--- src/rtl/alu8_pkg.sv ---
package alu8_pkg;

    typedef enum logic [4:0] {
        OP_ADD  = 5'd0,
        OP_ADC  = 5'd1,
        OP_SUB  = 5'd2,
        OP_SBC  = 5'd3,
        OP_AND  = 5'd4,
        OP_OR   = 5'd5,
        OP_XOR  = 5'd6,
        OP_COM  = 5'd7,
        OP_NEG  = 5'd8,
        OP_INC  = 5'd9,
        OP_DEC  = 5'd10,
        OP_LSL  = 5'd11,
        OP_LSR  = 5'd12,
        OP_ROL  = 5'd13,
        OP_ROR  = 5'd14,
        OP_ASR  = 5'd15,
        OP_SWAP = 5'd16
    } alu_op_e;

    localparam int FL_C = 0;
    localparam int FL_Z = 1;
    localparam int FL_N = 2;
    localparam int FL_V = 3;
    localparam int FL_S = 4;
    localparam int FL_H = 5;
    localparam int FL_COUNT = 6;

    typedef logic [FL_COUNT-1:0] flag_vec_t;

    localparam flag_vec_t MASK_ALL  = 6'b111111;
    localparam flag_vec_t MASK_ZNVS = 6'b011110;
    localparam flag_vec_t MASK_CZNVS = 6'b011111;

    function automatic flag_vec_t flag_mask(alu_op_e op);
        case (op)
            OP_ADD, OP_ADC, OP_SUB, OP_SBC,
            OP_NEG, OP_LSL, OP_ROL:            return MASK_ALL;
            OP_AND, OP_OR, OP_XOR,
            OP_INC, OP_DEC:                    return MASK_ZNVS;
            OP_COM, OP_LSR, OP_ROR, OP_ASR:    return MASK_CZNVS;
            default:                           return '0;
        endcase
    endfunction

    function automatic logic uses_adder(alu_op_e op);
        case (op)
            OP_ADD, OP_ADC, OP_SUB, OP_SBC,
            OP_NEG, OP_INC, OP_DEC:            return 1'b1;
            default:                           return 1'b0;
        endcase
    endfunction

    function automatic logic is_logic(alu_op_e op);
        return (op == OP_AND) || (op == OP_OR) || (op == OP_XOR);
    endfunction

endpackage

--- src/rtl/alu8_addsub.sv ---
module alu8_addsub #(
    parameter int WIDTH = 8
) (
    input  logic [WIDTH-1:0] x_i,
    input  logic [WIDTH-1:0] y_i,
    input  logic             sub_i,
    input  logic             cb_i,
    output logic [WIDTH-1:0] sum_o,
    output logic             c_o,
    output logic             h_o,
    output logic             v_o
);
    localparam int HALF = WIDTH / 2;

    logic [WIDTH-1:0] y_eff;
    logic             cin_eff;
    logic [WIDTH:0]   full;
    logic [HALF:0]    low;

    always_comb begin
        y_eff   = sub_i ? ~y_i : y_i;
        cin_eff = sub_i ? ~cb_i : cb_i;
        full    = {1'b0, x_i} + {1'b0, y_eff} + {{WIDTH{1'b0}}, cin_eff};
        low     = {1'b0, x_i[HALF-1:0]} + {1'b0, y_eff[HALF-1:0]} + {{HALF{1'b0}}, cin_eff};
        sum_o   = full[WIDTH-1:0];
        c_o     = sub_i ? ~full[WIDTH] : full[WIDTH];
        h_o     = sub_i ? ~low[HALF] : low[HALF];
        v_o     = (x_i[WIDTH-1] == y_eff[WIDTH-1]) && (sum_o[WIDTH-1] != x_i[WIDTH-1]);
    end
endmodule

--- src/rtl/alu8_bitops.sv ---
module alu8_bitops
    import alu8_pkg::*;
#(
    parameter int WIDTH = 8
) (
    input  alu_op_e          op_i,
    input  logic [WIDTH-1:0] a_i,
    input  logic [WIDTH-1:0] b_i,
    input  logic             carry_i,
    output logic [WIDTH-1:0] res_o,
    output logic             c_o,
    output logic             h_o,
    output logic             v_o
);
    localparam int HALF = WIDTH / 2;
    localparam int MSB  = WIDTH - 1;

    logic shift_op;

    always_comb begin
        res_o = a_i;
        c_o   = 1'b0;
        case (op_i)
            OP_AND:  res_o = a_i & b_i;
            OP_OR:   res_o = a_i | b_i;
            OP_XOR:  res_o = a_i ^ b_i;
            OP_COM:  begin res_o = ~a_i; c_o = 1'b1; end
            OP_LSL:  begin res_o = {a_i[MSB-1:0], 1'b0};    c_o = a_i[MSB]; end
            OP_ROL:  begin res_o = {a_i[MSB-1:0], carry_i}; c_o = a_i[MSB]; end
            OP_LSR:  begin res_o = {1'b0, a_i[MSB:1]};      c_o = a_i[0]; end
            OP_ROR:  begin res_o = {carry_i, a_i[MSB:1]};   c_o = a_i[0]; end
            OP_ASR:  begin res_o = {a_i[MSB], a_i[MSB:1]};  c_o = a_i[0]; end
            OP_SWAP: res_o = {a_i[HALF-1:0], a_i[MSB:HALF]};
            default: res_o = a_i;
        endcase
        shift_op = (op_i == OP_LSL) || (op_i == OP_ROL) || (op_i == OP_LSR)
                || (op_i == OP_ROR) || (op_i == OP_ASR);
        v_o = shift_op ? (res_o[MSB] ^ c_o) : 1'b0;
        h_o = a_i[HALF-1];
    end
endmodule

--- src/rtl/alu8_flags.sv ---
module alu8_flags
    import alu8_pkg::*;
#(
    parameter int WIDTH = 8
) (
    input  alu_op_e          op_i,
    input  logic [WIDTH-1:0] res_i,
    input  logic             zero_i,
    input  logic             c_i,
    input  logic             h_i,
    input  logic             v_i,
    output flag_vec_t        flags_o,
    output flag_vec_t        we_o
);
    logic res_zero;

    always_comb begin
        res_zero       = (res_i == '0);
        flags_o        = '0;
        flags_o[FL_C]  = c_i;
        flags_o[FL_Z]  = (op_i == OP_SBC) ? (res_zero & zero_i) : res_zero;
        flags_o[FL_N]  = res_i[WIDTH-1];
        flags_o[FL_V]  = v_i;
        flags_o[FL_S]  = res_i[WIDTH-1] ^ v_i;
        flags_o[FL_H]  = h_i;
        we_o           = flag_mask(op_i);
    end

    // a chained subtract may never raise Z when the incoming zero is clear
    always_comb begin
        if (op_i == OP_SBC && !zero_i)
            p_chain_zero_r3: assert (!flags_o[FL_Z]) else $error("p_chain_zero_r3");
    end
endmodule

--- src/rtl/alu8_core.sv ---
module alu8_core
    import alu8_pkg::*;
#(
    parameter int WIDTH = 8
) (
    input  logic [4:0]       op_i,
    input  logic [WIDTH-1:0] a_i,
    input  logic [WIDTH-1:0] b_i,
    input  logic             carry_i,
    input  logic             zero_i,
    output logic [WIDTH-1:0] result_o,
    output logic [5:0]       flags_o,
    output logic [5:0]       flag_we_o
);
    localparam int HALF = WIDTH / 2;
    localparam int MSB  = WIDTH - 1;
    localparam logic [WIDTH-1:0] ONE = {{(WIDTH-1){1'b0}}, 1'b1};

    alu_op_e op;
    assign op = alu_op_e'(op_i);

    logic [WIDTH-1:0] add_x, add_y, add_sum, bit_res, res_sel;
    logic             add_sub, add_cb, add_c, add_h, add_v;
    logic             bit_c, bit_h, bit_v;
    logic             c_sel, h_sel, v_sel;
    flag_vec_t        fl, we;

    always_comb begin
        add_x   = a_i;
        add_y   = b_i;
        add_sub = 1'b0;
        add_cb  = 1'b0;
        case (op)
            OP_ADC: add_cb = carry_i;
            OP_SUB: add_sub = 1'b1;
            OP_SBC: begin add_sub = 1'b1; add_cb = carry_i; end
            OP_NEG: begin add_x = '0; add_y = a_i; add_sub = 1'b1; end
            OP_INC: add_y = ONE;
            OP_DEC: begin add_y = ONE; add_sub = 1'b1; end
            default: ;
        endcase
    end

    alu8_addsub #(.WIDTH(WIDTH)) u_addsub (
        .x_i   (add_x),
        .y_i   (add_y),
        .sub_i (add_sub),
        .cb_i  (add_cb),
        .sum_o (add_sum),
        .c_o   (add_c),
        .h_o   (add_h),
        .v_o   (add_v)
    );

    alu8_bitops #(.WIDTH(WIDTH)) u_bitops (
        .op_i    (op),
        .a_i     (a_i),
        .b_i     (b_i),
        .carry_i (carry_i),
        .res_o   (bit_res),
        .c_o     (bit_c),
        .h_o     (bit_h),
        .v_o     (bit_v)
    );

    always_comb begin
        if (uses_adder(op)) begin
            res_sel = add_sum;
            c_sel   = add_c;
            h_sel   = add_h;
            v_sel   = add_v;
        end else begin
            res_sel = bit_res;
            c_sel   = bit_c;
            h_sel   = bit_h;
            v_sel   = bit_v;
        end
    end

    alu8_flags #(.WIDTH(WIDTH)) u_flags (
        .op_i    (op),
        .res_i   (res_sel),
        .zero_i  (zero_i),
        .c_i     (c_sel),
        .h_i     (h_sel),
        .v_i     (v_sel),
        .flags_o (fl),
        .we_o    (we)
    );

    assign result_o  = res_sel;
    assign flags_o   = fl;
    assign flag_we_o = we;

    always_comb begin
        if (is_logic(op)) begin
            p_logic_keep_ch_r4: assert (!flag_we_o[FL_C] && !flag_we_o[FL_H])
                else $error("p_logic_keep_ch_r4");
            p_logic_sign_r10: assert (!flags_o[FL_V] && flags_o[FL_S] == result_o[MSB])
                else $error("p_logic_sign_r10");
        end
        if (op == OP_INC || op == OP_DEC)
            p_incdec_keep_c_r5: assert (!flag_we_o[FL_C]) else $error("p_incdec_keep_c_r5");
        if (op == OP_SWAP)
            p_swap_quiet_r9: assert (flag_we_o == '0 && result_o == {a_i[HALF-1:0], a_i[MSB:HALF]})
                else $error("p_swap_quiet_r9");
        if (op == OP_LSL)
            p_lsl_carry_r7: assert (flags_o[FL_C] == a_i[MSB] && !result_o[0])
                else $error("p_lsl_carry_r7");
    end
endmodule

--- config.mk ---
export PLATFORM = sky130hd
export DESIGN_NAME = alu8_core
export DESIGN_NICKNAME = d
export VERILOG_FILES = /design/src/rtl/alu8_pkg.sv /design/src/rtl/alu8_addsub.sv /design/src/rtl/alu8_bitops.sv /design/src/rtl/alu8_flags.sv /design/src/rtl/alu8_core.sv
export SDC_FILE = /design/constraint.sdc
export NUM_CORES = 1
export LEC_CHECK = 0
export ABC_AREA = 0
export ABC_CLOCK_PERIOD_IN_PS = 5900
export BUFFER_PORTS_ARGS = -buffer_cell sky130_fd_sc_hd__buf_2
export CORE_MARGIN = 4
export CORE_UTILIZATION = 34
export DETAILED_ROUTE_END_ITERATION = 10
export PLACE_DENSITY = 0.56
export SLEW_MARGIN = 30
export SYNTH_ARGS = -nofsm -noshare
export SYNTH_HDL_FRONTEND = slang
export SYNTH_SLANG_ARGS = --single-unit
--- constraint.sdc ---
create_clock -name vclk -period 5.9
set_input_delay 0.59 -clock vclk [all_inputs]
set_output_delay 0.59 -clock vclk [all_outputs]
set_load 0.01 [all_outputs]
==> impl_metrics.yaml, run 1 <==
run_status:
  status: "complete, no violations"
floorplanning:
  rows: 25
  coreArea_mm2: 0.00488
  die_w_um: 80.1
  start_util: 0.362
  ios: 43
  die_h_um: 80.1
  dieArea_mm2: 0.00642
critical_path:
  crit_start: "op_i[4]"
  cp_max_fo: 15
  cp-start-kind: "primary input"
  worst-path-buf-inv: 2
  cp_top_family: "simple AND/OR/NAND/NOR gates"
  cp.required_ns: 5.31
  cp.depth: 16
  critical_path_arrival_ns: 4.62
  crit_chain: "buf_2, nor2_1, and3_1, nand2_1, and3_1, xnor2_1, fa_1, fa_1, nand2b_1, a21oi_1, xor2_1, nor2_1, a21oi_1, or4_1, nor4_2, buf_2"
  crit_path_top_delay_cell: "or4_1"
  crit_path_max_incr_delay_ns: 0.56
  crit_end: "flags_o[1]"
  end_kind: "output port"
  crit_type: "primary input to output port"
placement:
  place.gp.congestion: 0.881
  port-buffer-count: 43
  placed_area_mm2: 0.00198
  place_ws_ns: 0.710
  hpwl_um: 4490
pwr:
  p_per_area_mw_per_mm2: 96.7
  seqPwrFrac: 0
  leakage_nw: 0.949
  p_switching_w: 0.000112
  p_int_w: 0.0000806
  peakVddDrop_mv: 0.0446
  clkPwrFrac: 0
  p_comb_frac: 1.000
  switching_share: 0.581
synthesis:
  ys_types: 55
  yosysSeqAreaShare: 0
  synth_cells: 248
  syn_avg_cell_area_um2: 7.13
  yosysWarnings: 0
  synth_area_mm2: 0.00177
  synth_nets: 300
  netlist.area_leader.share: 0.191
  synthTopCellsByArea: "ha_1 (19%), a22oi_1 (6.4%), inv_1 (5.7%), xor2_1 (5.0%), xnor2_1 (4.5%)"
  synth_top_area_cell: "ha_1"
timing:
  worst_slew_pin_slew_ns: 0.661
  whs_ns: 1.64
  slew_headroom: 0.553
  fmax_mhz: 192
  drv_slew: 0
  grt_setup_unrepaired: "no"
  setup_ws_ns: 0.686
  finalSetupViolations: 0
  fin_crit_sh: 0.884
  hold_violations: 0
  fin_tns_setup_ns: 0
  period_minus_slack_ns: 5.21
cts:
  post_cts_resized: 0
  hold_buffers: 0
  cts_setup_buffers: 0
finish:
  clkbuf_count: 0
  layout_common_cells: "buf_2 (43), inv_1 (27), ha_1 (27)"
  final_common_cell: "buf_2"
  n_sequential_cell: 0
  drive_gt1_frac: 0.207
  area_growth_syn_to_layout_pct: 12.6
  fin_nets: 325
  final_cell_area_mm2: 0.00199
  regArea_um2: 0
  antenna_cells: 0
hold_path:
  min_path_type: "primary input to output port"
global_routing:
  antenna_found_initial: 0
  grt.met1_usage: 0.235
  grt_pass1_wl_um: 9040
  grt_pass1_vias: 1814
  grt.total_usage: 0.174
  busiest_layer: "met2"
  use_met3: 0.0135
  grt_max_degree: 22
  overflow: 0
  grt_util_met2: 0.303
route:
  drc: 0
  wl_per_cell_um: 16.9
  vias: 1896
  viasPerCell: 5.61
  wl_um: 5700
  dr.pass1.iters: 4
  drt_iter0_drc: 183
  ant_nets: 0
run:
  maxCapViolations: 0
worst min path at each step:
stage,from,end,cells past startpoint
2_1_floorplan,a_i[3],flags_o[5],3
3_3_place_gp,op_i[4],flag_we_o[0],3
3_5_place_dp,op_i[4],flag_we_o[5],3
4_1_cts,op_i[4],flag_we_o[5],3
5_1_grt,a_i[3],flags_o[5],4
6_report,a_i[3],flags_o[5],4
power by group through the flow:
| stage | clock (W) | combinational (W) | sequential, W |
|---|---|---|---|
| 2_1_floorplan | 0 | 0.000137 | 0 |
| 3_3_place_gp | 0 | 0.000191 | 0 |
| 3_5_place_dp | 0 | 0.000190 | 0 |
| 4_1_cts | 0 | 0.000191 | 0 |
| 5_1_grt | 0 | 0.000213 | 0 |
| 6_report | 0 | 0.000192 | 0 |
layer usage:
| metal | wire, um | up-vias |
|---|---|---|
| li1 | - | 952 |
| met1 | 2600 | 874 |
| met2 | 2660 | 66 |
| met3 | 382 | 4 |
| met4 | 52 | 0 |
| met5 | 0 | - |
Yosys cell counts (5+ instances only):
| master | instances |
|---|---|
| buf_4 | 7 |
| o21ai_0 | 9 |
| xnor2_1 | 9 |
| mux2i_1 | 6 |
| a22oi_1 | 15 |
| nand3_1 | 7 |
| clkbuf_1 | 10 |
| inv_1 | 27 |
| nor4bb_1 | 5 |
| nor2_1 | 17 |
| xor2_1 | 10 |
| nand2_1 | 17 |
| a21oi_1 | 13 |
| ha_1 | 27 |
cell type report:
class,instances,area (um^2)
multi-input combinational,199,1580
inverter,27,101
fill,564,2890
timing repair buffer,45,230
tap,67,83.8
kinds of logic (layout without fill, tap and decap cells):
logic type / after synthesis / after routing / share of synthesized area
xor gates and xnor gates: 19 / 19 / 0.0941
adders and majority gates: 29 / 29 / 0.214
AOI/OAI and AO/OA: 66 / 66 / 0.265
buffers and inverters: 49 / 72 / 0.130
muxes: 8 / 8 / 0.0467
and+or+nand+nor: 77 / 77 / 0.251
metrics by stage:
| stage | utilization | cells | power (W) |
|---|---|---|---|
| 5_1_grt | 0.408 | 338 | 0.000213 |
| 3_3_place_gp | 0.403 | 338 | 0.000191 |
| 2_1_floorplan | - | 248 | 0.000137 |
| 4_1_cts | 0.405 | 338 | 0.000191 |
| 3_5_place_dp | 0.405 | 338 | 0.000190 |
| 6_report | 0.408 | 338 | 0.000192 |
tightest hold or removal path, cell delays in order:
cell and delay (ns):
buf_2 0.18, nand2_1 0.07, o21ai_0 0.07, buf_2 0.14
No activity file was read; power rests on OpenSTA's default activity.
==> run 2, diff against run 1 <==
Settings changed: MAX_ROUTING_LAYER set to met4.
==> run 2 against run 1 <==
Net effect:
- sequential cell count is the same
- first-iteration DRC count fell by 1.1%
- global-route usage increased by 0.43 points
- via count grew 0.16%
- total power shrank 0.14%
- sequential share of layout area unchanged
- wire length down 0.58%
- largest cell class unchanged
- largest power group unchanged
- highest routed layer unchanged
==> impl_metrics.yaml, run 2 (synthesis results as in run 1) <==
critical_path:
  crit_path_top_delay_cell: "or4_1"
  crit_chain: "buf_2, nor2_1, and3_1, nand2_1, and3_1, xnor2_1, fa_1, fa_1, nand2b_1, a21oi_1, xor2_1, nor2_1, a21oi_1, or4_1, nor4_2, buf_2"
  end_kind: "output port"
  crit_type: "primary input to output port"
  crit_path_max_incr_delay_ns: 0.56
  cp_top_family: "simple AND/OR/NAND/NOR gates"
  cp-start-kind: "primary input"
  critical_path_arrival_ns: 4.62
  cp_max_fo: 15
  cp.required_ns: 5.31
  worst-path-buf-inv: 2
finish:
  regArea_um2: 0
  final_cell_area_mm2: 0.00199
  drive_gt1_frac: 0.207
  final_common_cell: "buf_2"
  n_sequential_cell: 0
  clkbuf_count: 0
  fin_nets: 325
  layout_common_cells: "buf_2 (43), inv_1 (27), ha_1 (27)"
  area_growth_syn_to_layout_pct: 12.6
  antenna_cells: 0
timing:
  grt_setup_unrepaired: "no"
  setup_ws_ns: 0.693
  hold_violations: 0
  finalSetupViolations: 0
  worst_slew_pin_slew_ns: 0.662
  drv_slew: 0
  period_minus_slack_ns: 5.21
  fin_tns_setup_ns: 0
  fmax_mhz: 192
  slew_headroom: 0.553
  fin_crit_sh: 0.882
global_routing:
  use_met3: 0.0112
  grt_util_met2: 0.304
  grt.total_usage: 0.178
  overflow: 0
  antenna_found_initial: 0
  grt_pass1_vias: 1813
  busiest_layer: "met2"
  grt.met1_usage: 0.235
  grt_pass1_wl_um: 9030
  grt_max_degree: 22
placement:
  hpwl_um: 4490
  placed_area_mm2: 0.00198
  port-buffer-count: 43
  place_ws_ns: 0.710
  place.gp.congestion: 0.895
route:
  vias: 1899
  wl_um: 5660
  wl_per_cell_um: 16.8
  dr.pass1.iters: 4
  drc: 0
  ant_nets: 0
  drt_iter0_drc: 181
  viasPerCell: 5.62
pwr:
  p_per_area_mw_per_mm2: 96.5
  peakVddDrop_mv: 0.0445
  leakage_nw: 0.949
floorplanning:
  dieArea_mm2: 0.00642
  ios: 43
  die_w_um: 80.1
  coreArea_mm2: 0.00488
  start_util: 0.362
  die_h_um: 80.1
  rows: 25
run:
  maxCapViolations: 0
cts:
  hold_buffers: 0
  post_cts_resized: 0
  cts_setup_buffers: 0
run_status:
  status: "complete, no violations"
hold_path:
  min_path_type: "primary input to output port"
run 2: cell counts in the layout (fill, tap and decap cells not counted):
Identical to the previous run, type by type.
run 2: power by group:
group          switching (W)  internal (W)
logic               0.000112     0.0000806
clock network              0             0
registers                  0             0
total               0.000112     0.0000806
run 2: layout make-up:
cell class / count / area (um^2)
fill: 564 / 2890
inverter: 27 / 101
multi-input combinational: 199 / 1580
tap: 67 / 83.8
timing repair buffer: 45 / 230
run 2: worst paths after layout:
kind | end | slack (ns) | cells after the start | start
max | flags_o[1] | 0.69 | 16 | op_i[4]
min | flags_o[5] | 1.64 | 4 | a_i[3]
run 2: through the flow:
stage / hold WS (ns) / utilization / cells / power, W
2_1_floorplan: 1.37 / - / 248 / 0.000137
3_3_place_gp: 1.61 / 0.403 / 338 / 0.000191
3_5_place_dp: 1.62 / 0.405 / 338 / 0.000190
4_1_cts: 1.63 / 0.405 / 338 / 0.000191
5_1_grt: 1.67 / 0.408 / 338 / 0.000213
6_report: 1.64 / 0.408 / 338 / 0.000192
run 2: routing by layer:
layer / part of all wire / up-vias / routed length, um
li1: - / 951 / -
met1: 0.45 / 874 / 2550
met2: 0.47 / 70 / 2640
met3: 0.074 / 4 / 419
met4: 0.0092 / 0 / 52
met5: 0 / - / 0
